`config.mk`:
```
export PLATFORM = sky130hd
export DESIGN_NAME = usb_txn_seq
export DESIGN_NICKNAME = d
export VERILOG_FILES = /design/src/rtl/usb_txn_seq.sv
export SDC_FILE = /design/constraint.sdc
export NUM_CORES = 1
export LEC_CHECK = 0
export BUFFER_PORTS_ARGS = -buffer_cell sky130_fd_sc_hd__clkbuf_2
export CAP_MARGIN = 20
export CORE_ASPECT_RATIO = 0.6
export CORE_MARGIN = 10
export CORE_UTILIZATION = 50
export CTS_CLUSTER_DIAMETER = 50
export DETAILED_ROUTE_END_ITERATION = 8
export MAX_ROUTING_LAYER = met4
export PLACE_DENSITY = 0.95
export SYNTH_ARGS = -nofsm -noshare
export SYNTH_HDL_FRONTEND = slang
export SYNTH_SLANG_ARGS = --single-unit
```
`constraint.sdc`:
```
create_clock -name clk -period 3.2 [get_ports clk]
set_input_delay 0.16 -clock clk [delete_from_list [all_inputs] [get_ports clk]]
set_output_delay 0.16 -clock clk [all_outputs]
set_load 0.01 [all_outputs]
```
`src/rtl/usb_txn_seq.sv`:
```
module usb_txn_seq #(
  parameter int EP_NUM  = 1,
  parameter int TIMEOUT = 16,
  parameter int MAX_LEN = 1024,
  localparam int LW = $clog2(MAX_LEN + 1),
  localparam int CW = $clog2(TIMEOUT + 1)
) (
  input  logic          clk,
  input  logic          rst_n,
  input  logic [1:0]    ep_kind,
  input  logic          tok_valid,
  input  logic [3:0]    tok_pid,
  input  logic [3:0]    tok_ep,
  input  logic          tok_crc_ok,
  input  logic          dat_valid,
  input  logic [3:0]    dat_pid,
  input  logic          dat_crc_ok,
  input  logic [LW-1:0] dat_len,
  input  logic          hs_valid,
  input  logic [3:0]    hs_pid,
  input  logic          ep_ready,
  input  logic          ep_stall,
  output logic          hs_tx_valid,
  output logic [3:0]    hs_tx_pid,
  output logic          dtx_valid,
  output logic [3:0]    dtx_pid,
  output logic          rx_accept,
  output logic          rx_setup,
  output logic          tx_done,
  output logic          data_tgl
);
  localparam logic [3:0] P_OUT = 4'b0001, P_IN = 4'b1001, P_SETUP = 4'b1101;
  localparam logic [3:0] P_D0 = 4'b0011, P_D1 = 4'b1011;
  localparam logic [3:0] P_ACK = 4'b0010, P_NAK = 4'b1010, P_STALL = 4'b1110;
  localparam logic [1:0] K_CTL = 2'd0, K_ISO = 2'd1;

  typedef enum logic [1:0] {S_IDLE, S_DATA, S_HS} st_t;

  st_t           st;
  logic          setup_q;
  logic [CW-1:0] cnt;

  wire is_iso  = ep_kind == K_ISO;
  wire tok_hit = tok_valid && tok_crc_ok && tok_ep == 4'(EP_NUM);
  wire dat_ok  = dat_crc_ok && 32'(dat_len) <= MAX_LEN && (dat_pid == P_D0 || dat_pid == P_D1);
  wire [3:0] tgl_pid = data_tgl ? P_D1 : P_D0;
  wire can_move = ep_ready && !ep_stall;
  wire expired  = 32'(cnt) >= TIMEOUT - 1;

  always_ff @(posedge clk) begin
    if (!rst_n) begin
      st          <= S_IDLE;
      setup_q     <= 1'b0;
      cnt         <= '0;
      data_tgl    <= 1'b0;
      hs_tx_valid <= 1'b0;
      hs_tx_pid   <= P_ACK;
      dtx_valid   <= 1'b0;
      dtx_pid     <= P_D0;
      rx_accept   <= 1'b0;
      rx_setup    <= 1'b0;
      tx_done     <= 1'b0;
    end else begin
      hs_tx_valid <= 1'b0;
      dtx_valid   <= 1'b0;
      rx_accept   <= 1'b0;
      rx_setup    <= 1'b0;
      tx_done     <= 1'b0;
      case (st)
        S_IDLE: if (tok_hit) begin
          cnt <= '0;
          case (tok_pid)
            P_SETUP: if (ep_kind == K_CTL) begin
              data_tgl <= 1'b0;
              setup_q  <= 1'b1;
              st       <= S_DATA;
            end
            P_OUT: begin
              setup_q <= 1'b0;
              st      <= S_DATA;
            end
            P_IN: begin
              if (is_iso) begin
                if (can_move) begin
                  dtx_valid <= 1'b1;
                  dtx_pid   <= P_D0;
                  tx_done   <= 1'b1;
                end
              end else if (ep_stall) begin
                hs_tx_valid <= 1'b1;
                hs_tx_pid   <= P_STALL;
              end else if (!ep_ready) begin
                hs_tx_valid <= 1'b1;
                hs_tx_pid   <= P_NAK;
              end else begin
                dtx_valid <= 1'b1;
                dtx_pid   <= tgl_pid;
                st        <= S_HS;
              end
            end
            default: ;
          endcase
        end
        S_DATA: begin
          if (dat_valid) begin
            st <= S_IDLE;
            if (dat_ok) begin
              if (setup_q) begin
                rx_accept   <= 1'b1;
                rx_setup    <= 1'b1;
                hs_tx_valid <= 1'b1;
                hs_tx_pid   <= P_ACK;
                data_tgl    <= 1'b1;
              end else if (is_iso) begin
                rx_accept <= can_move;
              end else if (ep_stall) begin
                hs_tx_valid <= 1'b1;
                hs_tx_pid   <= P_STALL;
              end else if (dat_pid != tgl_pid) begin
                hs_tx_valid <= 1'b1;
                hs_tx_pid   <= P_ACK;
              end else if (!ep_ready) begin
                hs_tx_valid <= 1'b1;
                hs_tx_pid   <= P_NAK;
              end else begin
                rx_accept   <= 1'b1;
                hs_tx_valid <= 1'b1;
                hs_tx_pid   <= P_ACK;
                data_tgl    <= ~data_tgl;
              end
            end
          end else if (expired) begin
            st <= S_IDLE;
          end else begin
            cnt <= cnt + 1'b1;
          end
        end
        S_HS: begin
          if (hs_valid) begin
            st <= S_IDLE;
            if (hs_pid == P_ACK) begin
              data_tgl <= ~data_tgl;
              tx_done  <= 1'b1;
            end
          end else if (expired) begin
            st <= S_IDLE;
          end else begin
            cnt <= cnt + 1'b1;
          end
        end
        default: st <= S_IDLE;
      endcase
    end
  end
endmodule

```
### After elaboration in Yosys (flattened, before gate mapping)

Cells that the tools add are included.

| storage, ports and cells | value |
|---|---|
| logic and storage cells | 144 |
| input bits | 38 |
| flip-flop bits (word level) | 22 |

| cells by class | value |
|---|---|
| eq/ne operators | 35 |
| bitwise logic cells | 1 |
| muxes and demuxes | 73 |
| magnitude comparators | 2 |
| reductions and logical operators | 21 |
| add/subtract/negate cells | 1 |

Operators by type and width:

| cell | number |
|---|---|
| $mux W4 | 17 |
| $mux W1 | 36 |
| $ne A3 B3 Y1 const B | 9 |
| $mux W5 | 4 |
| $ne A2 B2 Y1 const B | 10 |
| $mux W2 | 8 |
| $reduce_and A4 Y1 | 4 |
| $pmux W5 S3 | 1 |
| $eq A4 B4 Y1 const B | 3 |
| $pmux W2 S3 | 2 |
| $reduce_and A12 Y1 | 1 |
| $reduce_and A6 Y1 | 2 |
| $le A11 B11 Y1 const B | 1 |
| $eq A4 B1 Y1 const B | 2 |
| $eq A4 B2 Y1 const B | 2 |
| $ne A2 B1 Y1 const B | 4 |
| $pmux W4 S2 | 1 |
| $reduce_and A8 Y1 | 1 |
| $pmux W1 S2 | 3 |
| $reduce_bool A2 Y1 | 3 |
| $add A5 B1 Y5 const B | 1 |
| $ge A5 B4 Y1 const B | 1 |
| $logic_and A1 B1 Y1 | 5 |
| $eq A2 B1 Y1 const B | 2 |
| other kinds (9) | 10 |

### Logic depth before layout (Yosys ltp)

| depth | value |
|---|---|
| word-level depth | 9 |
| mapped depth | 8 |

### Worst setup path before layout

OpenSTA, ideal clock, no wires.

| timing | value |
|---|---|
| kind | register to register |
| start | register cnt[0] |
| end | register cnt[2] |
| arrival | 1.961 ns |
| setup slack | 1.169 ns |
| cell stages (with the launch flop) | 9 |
| library setup time | 0.070 ns |
| required time | 3.130 ns |
| cells stage by stage | dfxtp_1 -> ha_1 -> and3_1 -> ha_1 -> nor2_1 -> nand2_1 -> a2111o_1 -> or3b_1 -> a21oi_1 |

| between the ends | value |
|---|---|
| word-level cells in the longest chain between the ends | 4 |
| elaborated cells between the ends (all ways) | 6 |

RTL lines:

| element | line | text |
|---|---|---|
| start: declaration | 41 | `logic [CW-1:0] cnt;` |
| start signal: assignment | 135 | `cnt <= cnt + 1'b1;` |
| start signal: assignment | 148 | `cnt <= cnt + 1'b1;` |
| $add A5 B1 Y5 or $ge A5 B4 Y1 (tied branches) | 135, 148, 48 |  |
| $mux W5 * | 132, 145 |  |
| $mux W5 (on tied branches) | 139, 105 |  |
| $pmux W5 S3 * | 69 | `case (st)` |

Mark *: on every way between the ends. The rest lies on a longest branch, timed or not. The select of a mux whose other input is x is not followed.
A chain may end at the register's enable or synchronous reset.

### Final worst setup path

Same ends and word-level chain as after synthesis.

==> results.tsv <==
stage	metric	value	unit
cells_and_area	Nets	235	
clock_network	root buffer cell	clkbuf_8	
die	io pins	52	
worst_setup_path	slowest CP cell	a2111o_1	
clock_network	Post-CTS Resized	0	
synth	most used flip-flop cell after synthesis	dfxtp_1	
detailed_routing	Final ANT Viol Nets	0	
worst_setup_path	worst path buffer plus inverter count	0	
worst_setup_path	Worst EP required	3.39	ns
cells_and_area	layout cell share with drive strength beyond 1	31.05	%
job	Max-Cap Viols	0	
synth	Synth async-reset ratio	0	%
placement	gpl congestion	0.8797	
worst_setup_path	CP max stage delay	0.45	ns
global_routing	GRT Total Usage	14.95	%
clock_network	clk sinks	17	
cells_and_area	Fillers	205	
worst_setup_path	CP Capture Type	register	
synth	EDFF count, synth	0	
worst_hold_path	worst hold path class	in -> reg	
timing	final hold viol count	0	
die	DIE HEIGHT	57.27	um
timing	fin. max-slew vios	0	
timing	Tcrit/Tclk final	70.53	%
global_routing	first-pass GRT wire length	5.506	mm
detailed_routing	DRC	0	
synth	Mapped Avg Cell Area	7.873	um^2
synth	Synth cell types	49	
detailed_routing	drt pass-1 iters	4	
cells_and_area	final core occ	65.33	%
clock_network	Worst-Skew Late Latency	0.26	ns
clock_network	CTS max path bufs	2	
synth	Syn. warnings	0	
timing	Setup Viol. Count Final	0	
timing	RSZ-0062 raised after global routing	no	
detailed_routing	vias per cell	5.555	
timing	setup TNS	0	ns
clock_network	CTS tree	done	
detailed_routing	routed vias	1222	
synth	register bit total from synthesis	17	
worst_setup_path	CP startpoint kind	register	
detailed_routing	detailed-route wire length per cell	15.32	um
timing	minimum clock period	2.257	ns
placement	I/O Buffers	46	
global_routing	vias in the first global route	1179	
cells_and_area	antenna cells	0	
cells_and_area	Area Overhead vs Synth	23.03	%
die	Die Width	82.11	um
detailed_routing	First DRT Iteration DRCs	132	
detailed_routing	Post-Route WL	3.370	mm
worst_setup_path	crit path kind	reg -> reg	
synth	Seq/Total Area, Yosys	29.41	%
die	die footprint	4702	um^2
die	Rows	13	
pwr	Leak	0.6538	nW
worst_setup_path	crit-path leading delay family	simple AND/OR/NAND/NOR gates	
global_routing	initial antenna violation count	0	
placement	placed cell areas	1379	um^2
synth	Synth Instances	147	
timing	Final Skew	0.007821	ns
die	core area	2180	um^2
clock_network	Worst-path clk slew	0.06	ns
cells_and_area	final std cell area, no fill	1424	um^2
clock_network	Post-CTS Setup Inserts	0	
timing	Max Freq	443.1	MHz
status	status	complete, no violations	
clock_network	CTS H-tree depth	1	
placement	HPWL after DPL	2.768	mm
worst_setup_path	Top cell by count, worst path	ha_1	
synth	area of the mapped netlist	1157	um^2
pwr	power per cell area	295.1	nW/um^2
worst_setup_path	CP Data Arrival Time	2.45	ns
worst_setup_path	worst-path cell chain	ha_1, and3_1, ha_1, nor2_1, nand2_1, a2111o_1, or3b_1, a21oi_1	
pwr	peak supply drop	153.4	uV
global_routing	largest net degree at the start of global routing	13	
pwr	Power, Total	0.4202	mW
clock_network	CTS Buf Count	3	
worst_setup_path	CP Max Fanout	4	
clock_network	# hold bufs at CTS	0	
die	initial core utilization	53.10	%
global_routing	grt ovf	0	
==> Yosys cell counts, types with 4 or more instances <==
| cell type | count | area [um^2] |
|---|---|---|
| dfxtp_1 | 17 | 340.3 |
| a21oi_1 | 6 | 30.03 |
| inv_1 | 14 | 52.55 |
| ha_1 | 6 | 75.07 |
| clkbuf_1 | 4 | 15.01 |
| nor2_1 | 13 | 48.80 |
| o21ai_0 | 8 | 40.04 |
| nand3_1 | 7 | 35.03 |
| buf_4 | 5 | 37.54 |
| and3_1 | 4 | 25.02 |
| nand2_1 | 9 | 33.78 |
==> sequential cells by signal, indices dropped and copies added (netlist names) <==
signal       cells
cnt              5
hs_tx_pid        2
st               2
data_tgl         1
dtx_pid          1
dtx_valid        1
hs_tx_valid      1
rx_accept        1
rx_setup         1
setup_q          1
tx_done          1
==> worst paths after layout <==
| check | cells past startpoint | slack (ns) | from | to |
|---|---|---|---|---|
| min | 3 | 0.18 | ep_stall | hs_tx_pid[2] |
| max reg2reg | 8 | 0.94 | cnt[0] | cnt[2] |
| max | 8 | 0.94 | cnt[0] | cnt[2] |
| min reg2reg | 2 | 0.48 | dtx_pid[3] | dtx_pid[3] |
==> cells in the final DEF, fill, tap and decap left out, types with 4 or more instances in the layout <==
master    netlist  layout
inv_1          14      14
a21oi_1         6       6
clkbuf_2        0      46
o21ai_0         8       8
and3_1          4       4
nor2_1         13      13
ha_1            6       6
nand2_1         9       9
nand3_1         7       7
conb_1          2       5
dfxtp_1        17      17
==> final cells by class <==
| class | instances | area, um^2 | share of cell area, % |
|---|---|---|---|
| timing repair buffer | 46 | 230.2 | 16.17 |
| sequential | 17 | 340.3 | 23.90 |
| multi-input combinational | 109 | 718.2 | 50.44 |
| inverter | 14 | 52.55 | 3.691 |
| clock buffer | 4 | 45.04 | 3.163 |
| tap | 30 | 37.54 | 2.636 |
==> logic make-up after synthesis <==
| family | count (synthesis) | share of synthesized area (%) |
|---|---|---|
| fa+ha+maj | 6 | 6.486 |
| xor+xnor | 1 | 0.7569 |
| mux | 2 | 1.838 |
| simple gates | 57 | 27.46 |
| flops | 17 | 29.41 |
| compound gates | 38 | 23.89 |
| other cells | 2 | 0.6489 |
| buf+inv | 24 | 9.513 |
==> report_power, final <==
| part | leakage [nW] | switching [mW] | internal, mW |
|---|---|---|---|
| sequential | 0.137 | 0.0000552 | 0.212 |
| combinational | 0.494 | 0.0270 | 0.0236 |
| clock | 0.0228 | 0.0694 | 0.0884 |
==> through the flow <==
step	hold slack [ns]	setup slack (ns)	instances
after floorplan	0.3117	1.169	150
after global placement	0.4418	1.090	216
after detailed placement	0.4546	0.9972	216
after CTS	0.1811	0.9714	220
after global routing	0.2054	0.8400	220
final	0.1848	0.9430	220
==> layer usage <==
metal	vias to the layer above	track usage [%]	routed length (um)
li1	617	-	-
met1	530	18.90	1505
met2	65	21.60	1456
met3	10	4.375	314
met4	0	6.039	94
met5	-	-	0
==> worst register-to-register path, stage by stage, from the launching register on <==
cell	delay [ns]
dfxtp_1	0.35
ha_1	0.23
and3_1	0.19
ha_1	0.17
nor2_1	0.13
nand2_1	0.14
a2111o_1	0.45
or3b_1	0.39
a21oi_1	0.15
Power figures use the tool's default switching activity.
